--- src/rtl/vred_pkg.sv ---
package vred_pkg;

    typedef enum logic [1:0] {
        LW_8   = 2'd0,
        LW_16  = 2'd1,
        LW_32  = 2'd2,
        LW_BAD = 2'd3
    } lane_w_e;

    localparam int unsigned WORD_W = 32;
    localparam int unsigned PART_W = WORD_W + 2;

endpackage

--- src/rtl/vred_decode.sv ---
module vred_decode
    import vred_pkg::*;
(
    input  logic [1:0] size_code,
    input  logic       wide,
    output lane_w_e    lane_w,
    output logic       undef
);

    always_comb begin
        lane_w = LW_BAD;
        undef  = 1'b1;
        unique case (size_code)
            2'd0: begin
                lane_w = LW_8;
                undef  = 1'b0;
            end
            2'd1: begin
                lane_w = LW_16;
                undef  = 1'b0;
            end
            2'd2: begin
                lane_w = LW_32;
                undef  = !wide;
            end
            2'd3: begin
                lane_w = LW_BAD;
                undef  = 1'b1;
            end
        endcase
    end

endmodule

--- src/rtl/vred_word_sum.sv ---
module vred_word_sum
    import vred_pkg::*;
(
    input  logic [WORD_W-1:0] word,
    input  lane_w_e           lane_w,
    input  logic              enable,
    output logic [PART_W-1:0] part
);

    logic [PART_W-1:0] acc;

    always_comb begin
        acc = '0;
        unique case (lane_w)
            LW_8: begin
                for (int i = 0; i < WORD_W / 8; i++) begin
                    acc = acc + {{(PART_W - 8){word[8*i + 7]}}, word[8*i +: 8]};
                end
            end
            LW_16: begin
                for (int i = 0; i < WORD_W / 16; i++) begin
                    acc = acc + {{(PART_W - 16){word[16*i + 15]}}, word[16*i +: 16]};
                end
            end
            LW_32: begin
                acc = {{(PART_W - 32){word[31]}}, word};
            end
            LW_BAD: begin
                acc = '0;
            end
        endcase
        part = enable ? acc : '0;
    end

endmodule

--- src/rtl/vred_final.sv ---
module vred_final
    import vred_pkg::*;
#(
    parameter int unsigned N_WORDS = 4,
    parameter int unsigned RES_W   = 64
) (
    input  logic [N_WORDS-1:0][PART_W-1:0] parts,
    input  lane_w_e                        lane_w,
    input  logic                           undef,
    output logic [RES_W-1:0]               result
);

    localparam int unsigned TOT_W = PART_W + $clog2(N_WORDS);

    logic [TOT_W-1:0] total;

    always_comb begin
        total = '0;
        for (int w = 0; w < N_WORDS; w++) begin
            total = total + {{(TOT_W - PART_W){parts[w][PART_W-1]}}, parts[w]};
        end
    end

    always_comb begin
        result = '0;
        if (!undef) begin
            unique case (lane_w)
                LW_8:   result = {{(RES_W - 16){1'b0}}, total[15:0]};
                LW_16:  result = {{(RES_W - 32){1'b0}}, total[31:0]};
                LW_32:  result = {{(RES_W - TOT_W){total[TOT_W-1]}}, total};
                LW_BAD: result = '0;
            endcase
        end
    end

endmodule

--- src/rtl/vred_sum_widen.sv ---
module vred_sum_widen
    import vred_pkg::*;
#(
    parameter int unsigned VEC_W = 128
) (
    input  logic             clk,
    input  logic             rst,
    input  logic             in_valid,
    input  logic [1:0]       in_size,
    input  logic             in_wide,
    input  logic [VEC_W-1:0] in_operand,
    output logic             out_valid,
    output logic             out_undef,
    output logic [63:0]      out_result
);

    localparam int unsigned N_WORDS  = VEC_W / WORD_W;
    localparam int unsigned HALF_WDS = N_WORDS / 2;
    localparam int unsigned RES_W    = 2 * WORD_W;

    lane_w_e                        dec_lw;
    logic                           dec_undef;
    logic [N_WORDS-1:0][PART_W-1:0] parts_c;

    logic                           s1_valid;
    logic                           s1_undef;
    lane_w_e                        s1_lw;
    logic [N_WORDS-1:0][PART_W-1:0] s1_parts;
    logic [RES_W-1:0]               fin_c;

    vred_decode u_decode (
        .size_code (in_size),
        .wide      (in_wide),
        .lane_w    (dec_lw),
        .undef     (dec_undef)
    );

    for (genvar w = 0; w < N_WORDS; w++) begin : g_word
        vred_word_sum u_ws (
            .word   (in_operand[w*WORD_W +: WORD_W]),
            .lane_w (dec_lw),
            .enable (in_wide || (w < HALF_WDS)),
            .part   (parts_c[w])
        );
    end

    // Stage 1: partial sums per word
    always_ff @(posedge clk) begin
        if (rst) begin
            s1_valid <= 1'b0;
        end else begin
            s1_valid <= in_valid;
        end
    end

    always_ff @(posedge clk) begin
        s1_undef <= dec_undef;
        s1_lw    <= dec_lw;
        s1_parts <= parts_c;
    end

    vred_final #(
        .N_WORDS (N_WORDS),
        .RES_W   (RES_W)
    ) u_final (
        .parts  (s1_parts),
        .lane_w (s1_lw),
        .undef  (s1_undef),
        .result (fin_c)
    );

    // Stage 2: total, cut and pad
    always_ff @(posedge clk) begin
        if (rst) begin
            out_valid <= 1'b0;
        end else begin
            out_valid <= s1_valid;
        end
    end

    always_ff @(posedge clk) begin
        out_undef  <= s1_valid && s1_undef;
        out_result <= fin_c;
    end

    AST_SIZE3_UNDEF: assert property (@(posedge clk) disable iff (rst)
        !$past(rst) && $past(in_valid) && ($past(in_size) == 2'd3) |-> s1_undef);

    AST_NARROW32_UNDEF: assert property (@(posedge clk) disable iff (rst)
        !$past(rst) && $past(in_valid) && ($past(in_size) == 2'd2) && !$past(in_wide)
        |-> s1_undef);

    AST_NARROW_PAD: assert property (@(posedge clk) disable iff (rst)
        !$past(rst) && out_valid && !out_undef && ($past(s1_lw) == LW_8)
        |-> (out_result[63:16] == '0));

    AST_UNDEF_ZERO: assert property (@(posedge clk) disable iff (rst)
        out_undef |-> (out_valid && (out_result == '0)));

    AST_S1_LATENCY: assert property (@(posedge clk) disable iff (rst)
        !$past(rst) |-> (s1_valid == $past(in_valid)));

    AST_OUT_LATENCY: assert property (@(posedge clk) disable iff (rst)
        !$past(rst) |-> (out_valid == $past(s1_valid)));

endmodule

--- config.mk ---
export PLATFORM = sky130hd
export DESIGN_NAME = vred_sum_widen
export DESIGN_NICKNAME = d
export VERILOG_FILES = /design/src/rtl/vred_pkg.sv /design/src/rtl/vred_decode.sv /design/src/rtl/vred_word_sum.sv /design/src/rtl/vred_final.sv /design/src/rtl/vred_sum_widen.sv
export SDC_FILE = /design/constraint.sdc
export NUM_CORES = 1
export LEC_CHECK = 0
export BUFFER_PORTS_ARGS = -buffer_cell sky130_fd_sc_hd__buf_2
export CORE_AREA = 3 3 219 221
export CTS_BUF_LIST = sky130_fd_sc_hd__clkbuf_2
export CTS_CLUSTER_SIZE = 30
export DETAILED_ROUTE_END_ITERATION = 6
export DIE_AREA = 0 0 222 224
export SLEW_MARGIN = 25
export SYNTH_ARGS = -nofsm -noshare
export SYNTH_HDL_FRONTEND = slang
export SYNTH_SLANG_ARGS = --single-unit
--- constraint.sdc ---
create_clock -name clk -period 6.5 [get_ports clk]
set_input_delay 0.325 -clock clk [delete_from_list [all_inputs] [get_ports clk]]
set_output_delay 0.325 -clock clk [all_outputs]
set_load 0.01 [all_outputs]
==> impl_metrics.json, run 1 <==
{
  "rrSetupSlack_ns": 1.10,
  "clock-sinks": 178,
  "dp_cells": 2932,
  "cap_violations": 0,
  "preCtsSetupSlack_ns": 1.17,
  "clock_latency_ns": 0.89,
  "synthArstFlopShare_pct": 0,
  "tns_ns": 0,
  "worstPathArrival_ns": 6.19,
  "instances_no_fill": 3132,
  "drt_iter0_drc": 1235,
  "fin_crit_ns": 5.40,
  "slowest_delay_ns": 0.55,
  "wl_microns": 61000,
  "die_w_microns": 222,
  "fmax_mhz": 185,
  "synth.distinct_cells": 86,
  "fill_cells": 4464,
  "ys_ff_latch": 178,
  "required_ns": 7.29,
  "r2r_cells": 18,
  "p_leak_nw": 10.6,
  "syn_inst": 2224,
  "rsz0062_at_grt": "no",
  "critPathKind": "flip-flop to flip-flop",
  "syn-cell-area_sq_um": 18500,
  "fp.dieArea_sq_um": 49700,
  "drcViolationCount": 0,
  "start_kind": "flip-flop",
  "worstSetupEndpointType": "flip-flop",
  "first_pass_iters": 5,
  "grt_max_degree": 55,
  "finalNetCount": 2970,
  "finalCritPeriodShare_pct": 83.1,
  "finalHoldViolations": 0,
  "syn-num-nets": 2683,
  "worstHoldEndpoint": "s1_parts[99]",
  "viasPerCell": 5.51,
  "antenna_left": 0,
  "finalSetupViolCount": 0,
  "r2r-start": "s1_parts[0]",
  "detail_route.wl_per_cell_microns": 19.5,
  "finalWorstSetupSlack_ns": 1.10,
  "yosysWarningCount": 0,
  "grt.overflow.total": 0,
  "crit_family": "compound AO/OA/AOI/OAI gates",
  "holdPathStages": 5,
  "gp_congestion": 0.960,
  "cts_buffer_depth": 2,
  "fp.coreArea_sq_um": 46400,
  "grt_pass1_vias": 17500,
  "grt_pass1_wl_microns": 95700,
  "die_h_microns": 224,
  "cts_buffers": 17,
  "path_max_fanout": 9,
  "drive_gt1_share_pct": 11.6,
  "cts_root_buffer": "clkbuf_2",
  "worstMarginPinSlew_ns": 0.997,
  "critPathBufInv": 0,
  "syn_area_per_cell_sq_um": 8.31,
  "yosysSeqAreaShare_pct": 19.3,
  "io_buffers": 199,
  "vias": 17300,
  "pin_count": 200,
  "start_util_pct": 39.9,
  "hold_path_class": "input pin to flip-flop",
  "crit_slowest_cell": "a2111oi_0",
  "worstReg2RegEnd": "out_result[34]",
  "maxSlewViolCount": 0,
  "antenna_found_initial": 2,
  "status": "finished clean",
  "syn_to_final_growth_pct": 17.6,
  "ir_drop_mv": 0.166,
  "multiInputGateArea_sq_um": 13600,
  "register_area_sq_um": 3560,
  "rows": 79,
  "synth_edf_count": 0,
  "clkTransAtPathRegs_ns": 0.27,
  "fin_skew_ns": 0.0577,
  "cts_tree": "yes",
  "dp_hpwl_microns": 48200,
  "power_density_nw_per_um2": 335,
  "track_usage_pct": 24.3,
  "cts_max_level": 4,
  "cp_cell_sequence": "ha_1 > fa_1 > a211oi_2 > nor2_1 > o311ai_2 > a32oi_2 > a21oi_1 > o21ai_1 > or4_1 > nand3_1 > fa_1 > ha_1 > and3_1 > a2111oi_0 > nor3_2 > a31oi_1 > mux2i_1 > nand3_1",
  "synth_ff_type": "dfxtp_1",
  "min_from": "in_operand[95]",
  "slew_headroom_pct": 33.1
}
[stage by stage]
stage	total power, mW	area, sq um	hold WS [ns]	util [%]
3_3_place_gp	6.43	19800	0.439	42.7
4_1_cts	7.24	21700	0.0772	46.9
6_report	7.29	21700	0.185	46.9
2_1_floorplan	5.16	18500	0.397	-
5_1_grt	7.92	21700	0.141	46.9
3_5_place_dp	6.49	19800	0.444	42.7
[cell type report]
class | instances | area share [%]
Sequential cell | 178 | 16.4
Timing Repair Buffer | 381 | 12.8
Inverter | 206 | 3.56
Multi-Input combinational cell | 1727 | 62.6
Clock inverter | 13 | 0.691
Tap cell | 607 | 3.49
Antenna cell | 1 | 0.0115
Clock buffer | 19 | 0.437
[layer usage]
metal	GRT usage, %	share of wire [%]	vias up
li1	-	-	8327
met5	0	0.021	-
met2	42.4	48	589
met4	9.06	3.5	2
met1	31.2	44	8227
met3	2.39	4.5	121
[layout by cell type (no fill, tap or decap), types with 6 or more instances in the layout]
master / netlist / final
or3_1: 15 / 15
nand2_1: 158 / 158
a21oi_2: 11 / 11
and3_1: 21 / 21
o21bai_1: 23 / 23
o22ai_1: 10 / 10
nand3_1: 43 / 43
inv_1: 204 / 204
nor2b_1: 40 / 40
nor2_1: 169 / 167
and2_1: 9 / 9
o211ai_1: 18 / 18
a21oi_1: 186 / 186
a31oi_1: 23 / 23
fa_1: 125 / 125
nor4_1: 6 / 6
o21a_1: 25 / 25
o2111ai_1: 6 / 6
xnor2_1: 67 / 67
a21o_1: 113 / 113
buf_4: 30 / 15
mux2i_1: 24 / 24
o21ai_0: 111 / 111
o21ai_1: 30 / 30
nand4_1: 14 / 14
ha_1: 200 / 200
o31ai_1: 10 / 10
buf_2: 7 / 199
dlygate4sd3_1: 0 / 167
a211oi_1: 22 / 22
clkbuf_2: 0 / 19
nand2b_1: 16 / 16
dfxtp_1: 178 / 178
nor3_1: 32 / 32
a22oi_1: 19 / 19
xor2_1: 67 / 67
[kinds of logic (layout without fill, tap and decap cells)]
family / after synthesis / in the layout / synth area share (%)
flops: 178 / 178 / 19.3
other cells: 0 / 1 / 0
mux: 28 / 28 / 1.54
xor+xnor: 134 / 134 / 6.35
simple gates: 552 / 552 / 14.0
buf+inv: 319 / 619 / 7.17
fa+ha+maj: 325 / 325 / 27.1
compound gates: 688 / 688 / 24.6
[sequential cells by signal (all words and copies together) (netlist names)]
register	flops
s1_valid	1
s1_parts	136
out_result	36
s1_undef	1
s1_lw	2
out_undef	1
out_valid	1
[where the power goes]
part | internal (mW) | switching, mW
Sequential | 1.33 | 0.113
Combinational | 2.10 | 3.12
Clock | 0.189 | 0.431
[cells in the mapped netlist (5+ instances only)]
cell	instances	share of area, %
mux2i_1	24	1.3
o21bai_1	23	0.93
o21ai_1	30	0.81
buf_4	30	1.2
o31ai_1	10	0.41
a21o_1	113	4.6
nor3b_1	5	0.20
and2_1	9	0.30
o211ai_1	18	0.73
and3_1	21	0.71
a2111o_1	5	0.30
nor3_1	32	0.87
a21oi_2	11	0.52
clkbuf_1	66	1.3
a2111oi_0	5	0.24
nand3_1	43	1.2
nor2_1	169	3.4
fa_1	125	14
o21ai_0	111	3.0
o2111ai_1	6	0.28
buf_1	9	0.18
nand2b_1	16	0.54
a21oi_1	186	5.0
nor4_1	6	0.20
a211oi_1	22	0.89
inv_1	204	4.1
xor2_1	67	3.2
a211o_1	5	0.24
buf_2	7	0.19
ha_1	200	14
nand2_1	158	3.2
or3_1	15	0.51
dfxtp_1	178	19
nor2b_1	40	1.4
a31oi_1	23	0.78
o21a_1	25	1.0
a22oi_1	19	0.77
xnor2_1	67	3.2
o22ai_1	10	0.34
nand4_1	14	0.47
[worst register-to-register path, delay by kind of cell, from the launching register on]
family          cells  cell delay (ns)
fa+ha+maj           4             1.52
flops               1             0.35
simple gates        6             1.09
mux                 1             0.26
compound gates      7             2.14
[how the worst max path moves through the flow]
stage / start / end / cells past startpoint
5_1_grt: s1_parts[0] / out_result[30] / 18
3_5_place_dp: s1_parts[0] / out_result[30] / 18
6_report: s1_parts[0] / out_result[34] / 18
2_1_floorplan: in_operand[96] / s1_parts[127] / 22
3_3_place_gp: s1_parts[0] / out_result[30] / 18
4_1_cts: s1_parts[0] / out_result[30] / 18
[what timing repair did]
item | in CTS | in global routing
hold buffers | 167 | 0
buffers inserted | 0 | 0
resized for setup | 0 | 0
hold endpoints to repair | 140 | 0
No activity file was read; power rests on OpenSTA's default activity.
==> run 2: changes to the inputs <==
clock period = 4.88 ns   (was 6.5 ns; I/O delays follow)
==> impl_metrics.json, run 2 (synthesized netlist as in run 1, its figures left out) <==
{
  "status": "finished clean",
  "combPwrFrac_pct": 74.2,
  "io_buffers": 199,
  "cts_buffers": 17,
  "detail_route.wl_per_cell_microns": 19.8,
  "start_kind": "flip-flop",
  "finalWorstSetupSlack_ns": 0.147,
  "first_pass_iters": 5,
  "final_common_cell": "inv_1",
  "tns_ns": 0,
  "fin_util_pct": 48.8,
  "cts_max_level": 4,
  "instances_no_fill": 3197,
  "grt_max_degree": 62,
  "whs_ns": 0.0876,
  "fin_area_sq_um": 22600,
  "pin_count": 200,
  "grt_pass1_wl_microns": 98800,
  "slowest_delay_ns": 0.45,
  "fin_crit_ns": 4.73,
  "vias": 17600,
  "crit_slowest_cell": "or4_4",
  "r2r-start": "s1_parts[0]",
  "antenna_found_initial": 3,
  "finalSetupViolCount": 0,
  "fp.dieArea_sq_um": 49700,
  "worstMarginPinSlew_ns": 1.04,
  "wl_microns": 63400,
  "clkTransAtPathRegs_ns": 0.29,
  "die_h_microns": 224,
  "finalCritPeriodShare_pct": 97.0,
  "cap_violations": 0,
  "p_leak_nw": 11.0,
  "preCtsSetupSlack_ns": -0.218,
  "power_density_nw_per_um2": 474,
  "reg_top3": "s1_parts: 136 flops, out_result: 36 flops, s1_lw: 2 flops",
  "drive_gt1_share_pct": 16.6,
  "required_ns": 5.64,
  "start_util_pct": 39.9,
  "seqPwrFrac_pct": 17.9,
  "largest_reg_flops": 136,
  "maxSlewViolCount": 0,
  "finalPower_mw": 10.7,
  "fp.coreArea_sq_um": 46400,
  "placedInstanceArea_sq_um": 20300,
  "finalHoldViolations": 0,
  "crit_family": "compound AO/OA/AOI/OAI gates",
  "power.switching_mw": 5.24,
  "path_max_fanout": 7,
  "rsz0062_at_grt": "yes",
  "top_register": "s1_parts",
  "drt_iter0_drc": 1228,
  "grt.overflow.total": 0,
  "dp_cells": 2994,
  "worstSetupEndpointType": "flip-flop",
  "clock_latency_ns": 0.86,
  "rows": 79,
  "syn_to_final_growth_pct": 22.5,
  "critPathKind": "flip-flop to flip-flop",
  "cp_cell_sequence": "ha_4 > fa_2 > a211oi_2 > nor2_1 > o311ai_2 > a32oi_2 > a21oi_2 > o21ai_2 > or4_4 > nand3_4 > fa_1 > ha_4 > and3_4 > a2111oi_4 > buf_4 > nor3_2 > a31oi_1 > buf_4 > mux2i_1 > o311ai_1",
  "min_from": "in_operand[104]",
  "die_w_microns": 222,
  "p_sw_share_pct": 48.8,
  "grt_pass1_vias": 17800,
  "worstPathArrival_ns": 5.50,
  "startpoint": "s1_parts[0]",
  "ir_drop_mv": 0.332,
  "finalNetCount": 3032,
  "hold_path_class": "input pin to flip-flop",
  "critPathBufInv": 2,
  "internal_power_mw": 5.50,
  "gp_congestion": 0.925,
  "track_usage_pct": 25.1,
  "layout_common_cells": "inv_1, buf_2, ha_1, dfxtp_1, a21oi_1",
  "cts_tree": "yes",
  "clock-sinks": 178,
  "antenna_left": 0,
  "drcViolationCount": 0,
  "clkPwrFrac_pct": 7.9,
  "cts_root_buffer": "clkbuf_2",
  "fin_skew_ns": 0.0537,
  "slew_headroom_pct": 30.1,
  "viasPerCell": 5.49,
  "fmax_mhz": 211,
  "dp_hpwl_microns": 49200,
  "cts_buffer_depth": 2
}
-- run 2: cell count changes in the layout (fill, tap and decap cells not counted), moves of 7 or more --
| cell | previous run | this run |
|---|---|---|
| ha_1 | 200 | 190 |
| a21oi_2 | 11 | 29 |
| o21ai_0 | 111 | 102 |
| o21ai_2 | 0 | 7 |
| a21oi_1 | 186 | 168 |
| buf_4 | 15 | 81 |
-- run 2: area by class of cell --
type	instances	area, sq um
antenna	5	12.5
clock buffer	17	85.1
clock inverter	14	170
fill	4403	23700
inverter	206	774
multi-input combinational	1727	14000
sequential	178	3570
tap	607	759
timing repair buffer	443	3240
-- run 2: power groups by stage --
stage          Clock (mW)  Sequential (mW)  Combinational, mW
2_1_floorplan           0             1.96               4.91
3_3_place_gp            0             1.95               7.14
3_5_place_dp            0             1.96               7.19
4_1_cts             0.880             1.93               7.44
5_1_grt             0.921             1.96               8.81
6_report            0.848             1.92               7.97
-- run 2: worst register-to-register path: stages (launching register included) --
cell       delay, ns
dfxtp_2         0.40
ha_4            0.16
fa_2            0.37
a211oi_2        0.27
nor2_1          0.08
o311ai_2        0.30
a32oi_2         0.24
a21oi_2         0.21
o21ai_2         0.07
or4_4           0.45
nand3_4         0.10
fa_1            0.45
ha_4            0.28
and3_4          0.18
a2111oi_4       0.28
buf_4           0.16
nor3_2          0.05
a31oi_1         0.17
buf_4           0.15
mux2i_1         0.18
o311ai_1        0.11
-- run 2: worst paths after layout --
| check | end | cells after the start | slack (ns) |
|---|---|---|---|
| setup / recovery | out_result[30] | 20 | 0.15 |
| hold / removal | s1_parts[110] | 4 | 0.09 |
| setup reg to reg | out_result[30] | 20 | 0.15 |
| hold reg to reg | out_valid | 1 | 0.49 |
-- run 2: what timing repair did --
action,CTS,global route
hold endpoints to repair,140,0
hold buffers,164,0
buffers inserted,0,5
pin swaps,5,43
endpoints found under the setup margin,12,26
gates resized for setup,10,86
-- run 2: routing by layer --
metal	track usage [%]	vias to the layer above	wire, microns
met1	31.7	8309	26900
met4	9.25	2	2360
met5	0	-	13
met3	2.94	147	3560
met2	44.1	642	30500
li1	-	8463	-
==> run 3: changes to the inputs <==
MAX_ROUTING_LAYER = met4   (was default)
RECOVER_POWER = 100   (was default)
==> impl_metrics.json, run 3 (synthesized netlist as in run 1, its figures left out) <==
{
  "violations": "max-capacitance violations, max-slew violations",
  "critPathMostFrequentCell": "a21oi_2",
  "ir_drop_mv": 0.286,
  "cap_violations": 1,
  "wl_microns": 63000,
  "cts_buffer_depth": 2,
  "finalPower_mw": 10.8,
  "worstSetupEndpointType": "flip-flop",
  "drt_iter0_drc": 1460,
  "rrSetupSlack_ns": 0.01,
  "antenna_found_initial": 4,
  "finalWorstSetupSlack_ns": 0.0116,
  "rsz0062_at_grt": "yes",
  "fmax_mhz": 205,
  "cts_buffers": 17,
  "slowest_delay_ns": 0.57,
  "track_usage_pct": 25.6,
  "clock-sinks": 178,
  "grt_max_degree": 62,
  "placedInstanceArea_sq_um": 20300,
  "grt_pass1_wl_microns": 97900,
  "r2r-start": "s1_parts[34]",
  "vias": 17500,
  "fill_cells": 4441,
  "viasPerCell": 5.47,
  "cts_tree": "yes",
  "tns_ns": 0,
  "start_kind": "flip-flop",
  "cp_cell_sequence": "ha_4 > fa_2 > a211oi_2 > nor2_1 > o311ai_2 > a32oi_2 > buf_4 > a21oi_2 > o21ai_2 > or4_4 > nand3_4 > fa_1 > ha_4 > a21o_1 > a21o_1 > a21oi_2 > o22ai_2 > a21oi_2 > buf_6 > a21oi_2 > o21a_1 > nor3_2",
  "layout_common_cells": "inv_1, ha_1, dfxtp_1, a21oi_1, nor2_1",
  "worstMarginPinSlew_ns": 3.09,
  "fin_area_sq_um": 22700,
  "power_density_nw_per_um2": 475,
  "fin_skew_ns": 0.0587,
  "pin_count": 200,
  "rows": 79,
  "top_register": "s1_parts",
  "crit_slowest_cell": "or4_4",
  "worstReg2RegEnd": "out_result[31]",
  "finalNetCount": 3040,
  "die_h_microns": 224,
  "syn_to_final_growth_pct": 22.8,
  "die_w_microns": 222,
  "drcViolationCount": 0,
  "fp.dieArea_sq_um": 49700,
  "path_max_fanout": 6,
  "finalHoldViolations": 0,
  "cts_max_level": 4,
  "first_pass_iters": 6,
  "final_common_cell": "inv_1",
  "required_ns": 5.69,
  "crit_path_end": "out_result[31]",
  "preCtsSetupSlack_ns": -0.266,
  "clock_latency_ns": 0.87,
  "r2r_cells": 22,
  "grt_pass1_vias": 17600,
  "worstPathArrival_ns": 5.68,
  "fin_crit_ns": 4.87,
  "drive_gt1_share_pct": 15.8,
  "finalSetupViolCount": 0,
  "cts_root_buffer": "clkbuf_2",
  "detail_route.wl_per_cell_microns": 19.7,
  "holdPathStages": 3,
  "finalCritPeriodShare_pct": 99.8,
  "p_leak_nw": 10.9,
  "gp_congestion": 0.927,
  "start_util_pct": 39.9,
  "critPathKind": "flip-flop to flip-flop",
  "hold_path_class": "input pin to flip-flop",
  "largest_reg_flops": 136,
  "maxSlewViolCount": 55,
  "startpoint": "s1_parts[34]",
  "status": "finished, violations left",
  "io_buffers": 199,
  "clkTransAtPathRegs_ns": 0.30,
  "fp.coreArea_sq_um": 46400,
  "reg_top3": "s1_parts: 136 flops, out_result: 36 flops, s1_lw: 2 flops",
  "dp_hpwl_microns": 49200,
  "slew_headroom_pct": -106,
  "antenna_left": 0,
  "grt.overflow.total": 0
}
## run 3: worst max-delay path, delay by kind of cell, from the launching register on
kind	cells	cell delay, ns
flops	1	0.39
buf+inv	2	0.32
fa+ha+maj	4	1.23
compound gates	12	2.04
simple gates	4	0.90
## run 3: per-stage QoR
| step | hold slack (ns) | utilization (%) | cells |
|---|---|---|---|
| 2_1_floorplan | 0.316 | - | 2224 |
| 3_5_place_dp | 0.421 | 43.7 | 2993 |
| 3_3_place_gp | 0.416 | 43.7 | 2993 |
| 4_1_cts | 0.0149 | 47.9 | 3189 |
| 5_1_grt | 0.0337 | 49.0 | 3205 |
| 6_report | 0.106 | 49.0 | 3205 |
## run 3: final cells by class
class	instances	area [sq um]	area share [%]
Multi-Input combinational cell	1727	14100	62.1
Sequential cell	178	3570	15.7
Timing Repair Buffer	451	3260	14.4
Inverter	206	774	3.41
Tap cell	607	759	3.35
Clock inverter	14	148	0.651
Clock buffer	17	85.1	0.375
Antenna cell	5	12.5	0.0551
## run 3: how the worst min path moves through the flow
| stage | start | endpoint |
|---|---|---|
| floorplan | rst | out_valid |
| global placement | rst | out_valid |
| detailed placement | rst | out_valid |
| CTS | in_valid | s1_valid |
| global route | in_valid | s1_valid |
| finish | in_valid | s1_valid |
## run 3: power breakdown
part	total (mW)	switching (mW)	internal, mW
combinational	8.04	4.53	3.51
clock	0.804	0.601	0.203
sequential	1.93	0.154	1.77
## run 3: metal layers
metal	wire, microns	part of all wire, %	vias to the layer above	global-route usage [%]
met5	0	0	-	-
li1	-	-	8467	-
met3	2950	4.7	128	2.63
met1	27400	43	8410	32.2
met4	2280	3.6	0	8.44
met2	30400	48	538	43.4
## run 3: repair_timing
| action | 4_1_cts | 5_1_grt |
|---|---|---|
| hold endpoints to repair | 140 | 0 |
| buffers inserted | 2 | 12 |
| setup endpoints to repair | 13 | 32 |
| pin swaps | 12 | 51 |
| resized for setup | 15 | 97 |
| hold buffers | 163 | 0 |
